===== config.mk =====
export PLATFORM = sky130hd
export DESIGN_NAME = cmdlink_top
export DESIGN_NICKNAME = d
export VERILOG_FILES = /design/src/rtl/cmdlink_pkg.sv /design/src/rtl/cmdlink_rx.sv /design/src/rtl/cmdlink_parser.sv /design/src/rtl/cmdlink_tx.sv /design/src/rtl/cmdlink_top.sv
export SDC_FILE = /design/constraint.sdc
export NUM_CORES = 1
export LEC_CHECK = 0
export BUFFER_PORTS_ARGS = -buffer_cell sky130_fd_sc_hd__buf_2
export CAP_MARGIN = 0
export CORE_MARGIN = 2
export CORE_UTILIZATION = 38
export DETAILED_ROUTE_END_ITERATION = 16
export GPL_TIMING_DRIVEN = 0
export PLACE_DENSITY_LB_ADDON = 0.12
export SYNTH_ARGS = -nofsm -noshare
export SYNTH_HDL_FRONTEND = slang
export SYNTH_SLANG_ARGS = --single-unit

===== constraint.sdc =====
create_clock -name clk -period 5.3 [get_ports clk]
set_input_delay 0.265 -clock clk [delete_from_list [all_inputs] [get_ports clk]]
set_output_delay 0.265 -clock clk [all_outputs]
set_load 0.005 [all_outputs]

===== src/rtl/cmdlink_pkg.sv =====
package cmdlink_pkg;
  localparam int FRAME_BYTES = 7;
  localparam int FRAME_W     = 8 * FRAME_BYTES;
  localparam logic [2:0] OWN_TYPE = 3'b010;
  localparam logic [1:0] OP_WR    = 2'b11;
  localparam logic [1:0] OP_RD    = 2'b01;

  typedef enum logic [2:0] {RX_IDLE, RX_MEAS, RX_START, RX_DATA, RX_STOP} rx_st_t;
  typedef enum logic [1:0] {P_COLLECT, P_RD, P_WAIT} p_st_t;

  function automatic logic [7:0] xor6(input logic [47:0] six);
    logic [7:0] acc;
    acc = 8'h00;
    for (int i = 0; i < 6; i++) acc = acc ^ six[8*i +: 8];
    return acc;
  endfunction

  function automatic logic [FRAME_W-1:0] mk_frame(input logic [7:0] c, input logic [7:0] a,
                                                  input logic [31:0] d);
    return {c, a, d, xor6({c, a, d})};
  endfunction
endpackage


===== src/rtl/cmdlink_rx.sv =====
module cmdlink_rx
  import cmdlink_pkg::*;
#(
  parameter int CNT_W      = 16,
  parameter int GAP_BITS   = 16,
  parameter int REARM_BITS = 1024
) (
  input  logic             clk,
  input  logic             rst,
  input  logic             rxd,
  output logic [7:0]       rx_byte,
  output logic             rx_valid,
  output logic             gap,
  output logic             locked,
  output logic [CNT_W-1:0] bit_per
);
  localparam int IB_W = $clog2(REARM_BITS + 1);

  logic [1:0]       sync;
  logic             rx_s;
  rx_st_t           st;
  logic [CNT_W-1:0] tmr, idle_clk;
  logic [IB_W-1:0]  idle_bits;
  logic [2:0]       nbit;
  logic [7:0]       sh;

  always_ff @(posedge clk) begin
    if (rst) sync <= 2'b11;
    else     sync <= {sync[0], rxd};
  end
  assign rx_s = sync[1];

  always_ff @(posedge clk) begin
    if (rst) begin
      st <= RX_IDLE; tmr <= '0; bit_per <= '0; locked <= 1'b0; sh <= '0; nbit <= '0;
      rx_valid <= 1'b0; gap <= 1'b0; idle_clk <= '0; idle_bits <= '0; rx_byte <= '0;
    end else begin
      rx_valid <= 1'b0;
      gap      <= 1'b0;
      case (st)
        RX_IDLE: begin
          if (!rx_s) begin
            idle_clk  <= '0;
            idle_bits <= '0;
            if (locked) begin
              st  <= RX_START;
              tmr <= {1'b0, bit_per[CNT_W-1:1]};
            end else begin
              st  <= RX_MEAS;
              tmr <= CNT_W'(1);
            end
          end else if (locked) begin
            if (idle_clk == bit_per - 1'b1) begin
              idle_clk  <= '0;
              idle_bits <= idle_bits + 1'b1;
              if (idle_bits == IB_W'(GAP_BITS - 1))   gap    <= 1'b1;
              if (idle_bits == IB_W'(REARM_BITS - 1)) locked <= 1'b0;
            end else begin
              idle_clk <= idle_clk + 1'b1;
            end
          end
        end
        RX_MEAS: begin
          if (rx_s) begin
            bit_per <= tmr;
            locked  <= 1'b1;
            st      <= RX_DATA;
            tmr     <= {1'b0, tmr[CNT_W-1:1]};
            nbit    <= '0;
          end else if (tmr != '1) begin
            tmr <= tmr + 1'b1;
          end
        end
        RX_START: begin
          if (tmr == '0) begin
            if (!rx_s) begin
              st   <= RX_DATA;
              tmr  <= bit_per - 1'b1;
              nbit <= '0;
            end else begin
              st <= RX_IDLE;
            end
          end else tmr <= tmr - 1'b1;
        end
        RX_DATA: begin
          if (tmr == '0) begin
            sh  <= {rx_s, sh[7:1]};
            tmr <= bit_per - 1'b1;
            if (nbit == 3'd7) st <= RX_STOP;
            else              nbit <= nbit + 1'b1;
          end else tmr <= tmr - 1'b1;
        end
        RX_STOP: begin
          if (tmr == '0) begin
            if (rx_s) begin
              rx_byte  <= sh;
              rx_valid <= 1'b1;
            end
            st <= RX_IDLE;
          end else tmr <= tmr - 1'b1;
        end
        default: st <= RX_IDLE;
      endcase
    end
  end

  // a locked rate is never a zero-length bit
  a_r2_lock_nonzero: assert property (@(posedge clk) disable iff (rst) locked |-> (bit_per != '0));
  // lock is only released while the line is idle
  a_r9_unlock_idle: assert property (@(posedge clk) disable iff (rst) $fell(locked) |-> (st == RX_IDLE));
endmodule


===== src/rtl/cmdlink_parser.sv =====
module cmdlink_parser
  import cmdlink_pkg::*;
(
  input  logic               clk,
  input  logic               rst,
  input  logic [1:0]         dev_id,
  input  logic [7:0]         rx_byte,
  input  logic               rx_valid,
  input  logic               gap,
  output logic               reg_wr,
  output logic               reg_rd,
  output logic [7:0]         reg_addr,
  output logic [31:0]        reg_wdata,
  input  logic [31:0]        reg_rdata,
  output logic               tx_start,
  output logic [FRAME_W-1:0] tx_frame
);
  logic [47:0] sr;
  logic [2:0]  idx;
  p_st_t       st;
  logic [7:0]  cmd_q;
  logic [7:0]  c_cmd, c_addr;
  logic [31:0] c_data;
  logic        hdr_ok, accept, is_wr;

  always_comb begin
    c_cmd  = sr[47:40];
    c_addr = sr[39:32];
    c_data = sr[31:0];
    is_wr  = (c_cmd[1:0] == OP_WR);
    hdr_ok = (c_cmd[7:5] == OWN_TYPE) && !c_cmd[4] && (c_cmd[3:2] == dev_id) &&
             (is_wr || (c_cmd[1:0] == OP_RD));
    accept = hdr_ok && (xor6(sr) == rx_byte);
  end

  always_ff @(posedge clk) begin
    if (rst) begin
      sr <= '0; idx <= '0; st <= P_COLLECT; cmd_q <= '0;
      reg_wr <= 1'b0; reg_rd <= 1'b0; reg_addr <= '0; reg_wdata <= '0;
      tx_start <= 1'b0; tx_frame <= '0;
    end else begin
      reg_wr   <= 1'b0;
      reg_rd   <= 1'b0;
      tx_start <= 1'b0;
      case (st)
        P_COLLECT: begin
          if (gap) begin
            idx <= '0;
          end else if (rx_valid) begin
            if (idx == 3'(FRAME_BYTES - 1)) begin
              idx <= '0;
              if (accept) begin
                cmd_q    <= c_cmd;
                reg_addr <= c_addr;
                if (is_wr) begin
                  reg_wr    <= 1'b1;
                  reg_wdata <= c_data;
                  tx_start  <= 1'b1;
                  tx_frame  <= mk_frame(c_cmd, c_addr, c_data);
                end else begin
                  reg_rd <= 1'b1;
                  st     <= P_RD;
                end
              end
            end else begin
              sr  <= {sr[39:0], rx_byte};
              idx <= idx + 1'b1;
            end
          end
        end
        P_RD: st <= P_WAIT;
        P_WAIT: begin
          tx_start <= 1'b1;
          tx_frame <= mk_frame(cmd_q, reg_addr, reg_rdata);
          st       <= P_COLLECT;
        end
        default: st <= P_COLLECT;
      endcase
    end
  end

  // strobes are mutually exclusive
  a_r10_no_overlap: assert property (@(posedge clk) disable iff (rst) !(reg_wr && reg_rd));
  // write strobe lasts one cycle
  a_r5_wr_pulse: assert property (@(posedge clk) disable iff (rst) reg_wr |=> !reg_wr);
  // read strobe lasts one cycle, response launched two cycles later
  a_r6_rd_pulse: assert property (@(posedge clk) disable iff (rst) reg_rd |=> !reg_rd);
  a_r6_rd_reply: assert property (@(posedge clk) disable iff (rst) reg_rd |=> ##1 tx_start);
endmodule


===== src/rtl/cmdlink_tx.sv =====
module cmdlink_tx
  import cmdlink_pkg::*;
#(
  parameter int CNT_W = 16
) (
  input  logic               clk,
  input  logic               rst,
  input  logic [CNT_W-1:0]   bit_per,
  input  logic               start,
  input  logic [FRAME_W-1:0] frame,
  output logic               busy,
  output logic               txd
);
  logic [FRAME_W-1:0] frm;
  logic [CNT_W-1:0]   tmr;
  logic [3:0]         bitn;
  logic [2:0]         bytn;
  logic [7:0]         cur;

  assign cur = frm[FRAME_W-1 -: 8];

  always_ff @(posedge clk) begin
    if (rst) begin
      busy <= 1'b0; txd <= 1'b1; tmr <= '0; bitn <= '0; bytn <= '0; frm <= '0;
    end else if (!busy) begin
      txd <= 1'b1;
      if (start) begin
        busy <= 1'b1;
        frm  <= frame;
        txd  <= 1'b0;
        tmr  <= bit_per - 1'b1;
        bitn <= '0;
        bytn <= '0;
      end
    end else if (tmr != '0) begin
      tmr <= tmr - 1'b1;
    end else begin
      tmr <= bit_per - 1'b1;
      if (bitn == 4'd9) begin
        if (bytn == 3'(FRAME_BYTES - 1)) begin
          busy <= 1'b0;
          txd  <= 1'b1;
        end else begin
          bytn <= bytn + 1'b1;
          bitn <= '0;
          frm  <= {frm[FRAME_W-9:0], 8'h00};
          txd  <= 1'b0;
        end
      end else begin
        bitn <= bitn + 1'b1;
        txd  <= (bitn == 4'd8) ? 1'b1 : cur[bitn[2:0]];
      end
    end
  end

  // line idles high between responses, every response opens with a start bit
  a_r1_idle_high: assert property (@(posedge clk) disable iff (rst) !busy |-> txd);
  a_r1_start_low: assert property (@(posedge clk) disable iff (rst) $rose(busy) |-> !txd);
endmodule


===== src/rtl/cmdlink_top.sv =====
module cmdlink_top
  import cmdlink_pkg::*;
#(
  parameter int CNT_W      = 16,
  parameter int GAP_BITS   = 16,
  parameter int REARM_BITS = 1024
) (
  input  logic        clk,
  input  logic        rst,
  input  logic [1:0]  dev_id,
  input  logic        rxd,
  output logic        txd,
  output logic        reg_wr,
  output logic        reg_rd,
  output logic [7:0]  reg_addr,
  output logic [31:0] reg_wdata,
  input  logic [31:0] reg_rdata
);
  logic [7:0]         rx_byte;
  logic               rx_valid, gap, locked, tx_start, tx_busy;
  logic [CNT_W-1:0]   bit_per;
  logic [FRAME_W-1:0] tx_frame;

  cmdlink_rx #(.CNT_W(CNT_W), .GAP_BITS(GAP_BITS), .REARM_BITS(REARM_BITS)) u_rx (
    .clk(clk), .rst(rst), .rxd(rxd), .rx_byte(rx_byte), .rx_valid(rx_valid),
    .gap(gap), .locked(locked), .bit_per(bit_per));

  cmdlink_parser u_parse (
    .clk(clk), .rst(rst), .dev_id(dev_id), .rx_byte(rx_byte), .rx_valid(rx_valid),
    .gap(gap), .reg_wr(reg_wr), .reg_rd(reg_rd), .reg_addr(reg_addr),
    .reg_wdata(reg_wdata), .reg_rdata(reg_rdata), .tx_start(tx_start), .tx_frame(tx_frame));

  cmdlink_tx #(.CNT_W(CNT_W)) u_tx (
    .clk(clk), .rst(rst), .bit_per(bit_per), .start(tx_start), .frame(tx_frame),
    .busy(tx_busy), .txd(txd));

  // no response is launched before a rate has been measured
  a_r2_tx_needs_lock: assert property (@(posedge clk) disable iff (rst) tx_start |-> locked);
endmodule


After elaboration in Yosys (flattened, before gate mapping)
Index checks and enable logic that the tools add are counted.
W data, S select, Z words.
{"block": "classes", "n_addsub": 10, "order_cmp": 1, "n_eq_ne": 44, "n_mux": 91, "n_bitwise": 21, "n_reduce_logical": 37}
{"operator": "$mux W56", "count": 10}
{"operator": "$mux W16", "count": 13}
{"operator": "$pmux W56 S2", "count": 1}
{"operator": "$pmux W16 S5", "count": 1}
{"operator": "$xor A8 B8 Y8", "count": 10}
{"operator": "$mux W3", "count": 19}
{"operator": "$sub A16 B1 Y16 const B", "count": 3}
{"operator": "$mux W11", "count": 3}
{"operator": "$add A16 B1 Y16 const B", "count": 2}
{"operator": "$mux W1", "count": 25}
{"operator": "$reduce_and A6 Y1", "count": 4}
{"operator": "$ne A2 B2 Y1 const B", "count": 11}
{"operator": "$mux W4", "count": 5}
{"operator": "$ne A2 B1 Y1 const B", "count": 10}
{"operator": "$eq A16 B16 Y1", "count": 1}
{"operator": "$logic_not A16 Y1", "count": 1}
{"operator": "$ne A16 B16 Y1 const B", "count": 1}
{"operator": "$reduce_bool A16 Y1", "count": 1}
{"operator": "$mux W15", "count": 1}
{"operator": "$pmux W3 S5", "count": 1}
{"operator": "$reduce_and A5 Y1", "count": 3}
{"operator": "$mux W2", "count": 7}
{"operator": "$eq A3 B3 Y1 const B", "count": 4}
{"operator": "$reduce_and A3 Y1", "count": 4}
{"operator": "34 further kinds", "count": 63}
{"block": "totals", "regBits": 327, "input_bits": 37, "out_inout_bits": 43, "elab_cells": 232}

Longest topological paths before layout
{"block": "depth", "depth_word": 12, "depth_mapped": 12, "depth_no_buf": 9}

Cells and area by module
From an unflattened synthesis, not the netlist that was laid out.
{"block": "unflattened", "cells_unflattened": 2158, "hier_area_um2": 17709.5}
{"module": "cmdlink_parser", "instances": 1, "cells_per_inst": 947, "area_per_inst_um2": 7888.8, "seq_area_each_um2": 3203.1}
{"module": "cmdlink_rx", "instances": 1, "cells_per_inst": 740, "area_per_inst_um2": 5418.9, "seq_area_each_um2": 1721.7}
{"module": "cmdlink_tx", "instances": 1, "cells_per_inst": 471, "area_per_inst_um2": 4401.7, "seq_area_each_um2": 1621.6}

Worst setup path before layout
No wires, ideal clock.
{"block": "synth_timing", "path_kind": "register to register", "from": "register u_rx.bit_per[2]", "to": "register u_rx.idle_clk[5]", "setup_time_ns": 0.132, "arrival_ns": 3.207, "required_time_ns": 5.168, "setup_slack_ns": 1.961, "path_stages_with_launch": 12, "path_buffers": 4, "period_less_slack_ns": 3.339, "cell_sequence": "dfxtp_1 -> buf_6 -> or4_1 -> buf_6 -> nor4_4 -> mux2_2 -> or4_1 -> or4_1 -> buf_2 -> a21oi_2 -> buf_4 -> nor3_1"}
{"block": "synth_via", "elab_chain_len": 5}
{"item": "start, declared", "line_no": "cmdlink_rx.sv:15", "source": "output logic [CNT_W-1:0] bit_per"}
{"item": "start signal, assigned", "line_no": "cmdlink_rx.sv:65", "source": "bit_per <= tmr;"}
{"item": "$sub A16 B1 Y16", "line_no": "cmdlink_rx.sv:53", "source": "if (idle_clk == bit_per - 1'b1) begin"}
{"item": "$eq A16 B16 Y1", "line_no": "cmdlink_rx.sv:53"}
{"item": "$mux W16", "line_no": "cmdlink_rx.sv:53"}
{"item": "$mux W16", "line_no": "cmdlink_rx.sv:52", "source": "end else if (locked) begin"}
{"item": "$mux W16", "line_no": "cmdlink_rx.sv:42", "source": "if (!rx_s) begin"}
{"item": "end signal, assigned", "line_no": "cmdlink_rx.sv:59", "source": "idle_clk <= idle_clk + 1'b1;"}
{"item": "end, declared", "line_no": "cmdlink_rx.sv:22", "source": "logic [CNT_W-1:0] tmr, idle_clk;"}
No other way between the ends. The select of a mux whose other input is x is not followed.
A chain may end at the register's enable or synchronous reset.

Final worst setup path
{"block": "layout_timing", "from": "register u_rx.bit_per[0]", "to": "register u_rx.idle_bits[3]"}
{"block": "layout_via", "elab_chain_len": 4}
{"item": "$sub A16 B1 Y16", "line_no": "cmdlink_rx.sv:53"}
{"item": "$eq A16 B16 Y1", "line_no": "cmdlink_rx.sv:53"}
{"item": "$ne A2 B2 Y1 (no source line)"}
{"item": "$reduce_and A3 Y1 (no source line)"}
{"item": "end signal, assigned", "line_no": "cmdlink_rx.sv:55", "source": "idle_bits <= idle_bits + 1'b1;"}
{"item": "end, declared", "line_no": "cmdlink_rx.sv:23", "source": "logic [IB_W-1:0] idle_bits;"}
No other way between the ends.

==> flow_metrics.env <==
export IMPL_power_density_nw_per_um2=344
export IMPL_synth_nets=2121
export IMPL_placed_cells=2735
export IMPL_avgSynthCellArea_um2=8.01
export IMPL_fillers=4377
export IMPL_synthTopCellsByArea="dfxtp_1, nand2_1, a21oi_1, xnor2_1, mux2i_1"
export IMPL_initial_utilization_pct=38.5
export IMPL_pre_cts_ws_ps=1100
export IMPL_nets=2262
export IMPL_final_common_cell="dfxtp_1"
export IMPL_post_cts_buffers=0
export IMPL_status="finished, final reports clean"
export IMPL_crit_type="register to register"
export IMPL_hold_class="input pin to register"
export IMPL_die_height_um=213
export IMPL_clock_sinks=327
export IMPL_synth_area_um2=16600
export IMPL_clk_path_buf_depth=3
export IMPL_layout_worst_path_cycle_share_pct=80.1
export IMPL_grt_max_degree=13
export IMPL_root_buffer="clkbuf_16"
export IMPL_ys_types=83
export IMPL_dr_pass1_iters=6
export IMPL_power_share_clock_pct=40.2
export IMPL_r2r_slack_ps=1050
export IMPL_synthFlopType="dfxtp_1"
export IMPL_ys_seq_elements=327
export IMPL_post_dp_hpwl_mm=44.6
export IMPL_grt_usage_pct=26.1
export IMPL_fin_crit_ps=4250
export IMPL_clkLatencyLatePin_ps=560
export IMPL_critPathArrivalTime_ps=4650
export IMPL_ys_async_sr_fraction_pct=0
export IMPL_cap_violations=0
export IMPL_cts_tree="built"
export IMPL_gp_congestion=0.921
export IMPL_fin_ws_ps=1050
export IMPL_max_slew_margin_pct=6.38
export IMPL_worst_pin_slew_ps=1390
export IMPL_viasPerCell=5.60
export IMPL_hold_violations=0
export IMPL_combPwrFrac_pct=21.0
export IMPL_p_leak_nw=6.25
export IMPL_ir_drop_v=0.000237
export IMPL_fin_skew_ps=27.7
export IMPL_cts_hold_buf=22
export IMPL_design_portCount=80
export IMPL_area_growth_synth_to_final_pct=15.5
export IMPL_layout_drive_gt1_share_pct=7.69
export IMPL_grt_pass1_wl_mm=89.8
export IMPL_drc=0
export IMPL_ys_seq_area_share_pct=39.4
export IMPL_rows=76
export IMPL_setup_viol=0
export IMPL_grt_antenna_before_repair=0
export IMPL_yosysTopAreaCell="dfxtp_1"
export IMPL_numCtsBuffers=39
export IMPL_slew_violations=0
export IMPL_fmax_mhz=236
export IMPL_synth_top_area_share_pct=39.4
export IMPL_drtIter0Drc=1179
export IMPL_synth_edf_count=0
export IMPL_critPathRequiredTime_ps=5700
export IMPL_core_area_um2=43100
export IMPL_via_count=15809
export IMPL_p_sw_share_pct=31.9
export IMPL_instances_no_fill=2822
export IMPL_wire_per_inst_um=21.1
export IMPL_cts_resized=0
export IMPL_die_w_um=213
export IMPL_ys_warnings_count=0
export IMPL_p_int_mw=4.49
export IMPL_ant_nets=0
export IMPL_rsz0062_at_grt="false"
export IMPL_synthCells=2072
export IMPL_antenna_cells=0
export IMPL_cp_max_fo=10
export IMPL_grt_pass1_vias=14933
export IMPL_htreeDepth=2
export IMPL_start_kind="register"
export IMPL_p_sw_mw=2.10
export IMPL_port_buffers=78
export IMPL_path_clk_slew_ps=60
export IMPL_die_area_um2=45400
export IMPL_seqPwrFrac_pct=38.8
export IMPL_drt_wl_total_mm=59.6
export IMPL_layout_common_cells="dfxtp_1, nand2_1, a21oi_1, clkbuf_1, nor2_1"
export IMPL_fin_tns_setup_ps=0
export IMPL_grt_overflow_total=0
export IMPL_critPathCaptureType="register"
## metrics by stage
stage | area [um^2] | power, mW | utilization (%) | hold WS [ps]
2_1_floorplan | 16600 | 3.50 | - | 369
3_3_place_gp | 17700 | 3.93 | 41.1 | 443
3_5_place_dp | 17700 | 3.93 | 41.1 | 447
4_1_cts | 19200 | 6.59 | 44.5 | 0.0978
5_1_grt | 19200 | 6.83 | 44.5 | 22.7
6_report | 19200 | 6.59 | 44.5 | 21.7
## sequential cells by signal (all words and copies together) (netlist names), 11 cells and up
register           cells
u_rx.bit_per          16
u_rx.idle_clk         16
u_parse.tx_frame      56
u_tx.frm              56
u_parse.reg_wdata     32
u_tx.tmr              16
u_rx.tmr              16
u_parse.sr            48
u_rx.idle_bits        11
## power groups by stage
stage          Sequential (mW)  Combinational, mW  Clock (mW)
2_1_floorplan             2.59              0.914           0
3_3_place_gp              2.61               1.33           0
3_5_place_dp              2.61               1.32           0
4_1_cts                   2.55               1.35        2.69
5_1_grt                   2.56               1.49        2.78
6_report                  2.56               1.39        2.65
## layer usage
layer | track usage [%] | wire, um | up-vias
met2 | 43.0 | 27700 | 509
met4 | 8.97 | 1820 | 0
li1 | - | - | 7670
met5 | 0 | 0 | -
met1 | 35.4 | 27200 | 7533
met3 | 2.77 | 2910 | 97
## Yosys cell counts, drive strengths merged (26+ instances only)
cell,n
xnor2,97
clkbuf,159
a211oi,60
a311oi,44
o21ai,107
nand2b,33
xor2,32
nor3,112
a21oi,178
nand2,309
nor2,163
nor4,26
dfxtp,327
nand3,70
mux2i,64
## worst paths after layout
check | from | end | cells after the start
worst max-delay path | u_rx.bit_per[0]$_SDFFE_PP0P_ | u_rx.idle_bits[3]$_SDFFE_PP0P_ | 11
worst max register to register | u_rx.bit_per[0]$_SDFFE_PP0P_ | u_rx.idle_bits[3]$_SDFFE_PP0P_ | 11
worst min register to register | u_rx.sh[0]$_SDFFE_PP0P_ | u_rx.sh[0]$_SDFFE_PP0P_ | 2
worst min-delay path | reg_rdata[14] | u_parse.tx_frame[22]$_SDFFE_PP0P_ | 3
## area by class of cell
class | count | area, um^2 | share of cell area (%)
timing repair buffer | 100 | 611 | 3.18
buffer | 179 | 713 | 3.72
clock inverter | 8 | 119 | 0.620
clock buffer | 57 | 1110 | 5.81
multi-input combinational | 1542 | 9250 | 48.2
tap | 585 | 732 | 3.82
sequential | 327 | 6550 | 34.1
inverter | 24 | 90.1 | 0.470
## critical path: stages (launching register included)
cell and delay (ps):
dfxtp_1 390, inv_1 180, ha_1 220, or3b_1 340, buf_2 200, o41a_1 400, a2111oi_0 600, nand4bb_1 180
nor4_1 920, buf_2 390, a2111o_1 170, o311ai_0 120
## cell families (layout without fill, tap and decap cells)
| group | Yosys count | in the layout | share of synthesized area, % |
|---|---|---|---|
| DFF | 327 | 327 | 39.4 |
| buffers and inverters | 203 | 368 | 4.84 |
| xor gates and xnor gates | 139 | 139 | 8.16 |
| and+or+nand+nor | 833 | 833 | 23.6 |
| adders and majority gates | 12 | 12 | 0.904 |
| muxes | 69 | 69 | 4.33 |
| AOI/OAI and AO/OA | 489 | 489 | 18.7 |
Note: power is estimated with default switching activity, not from simulation.
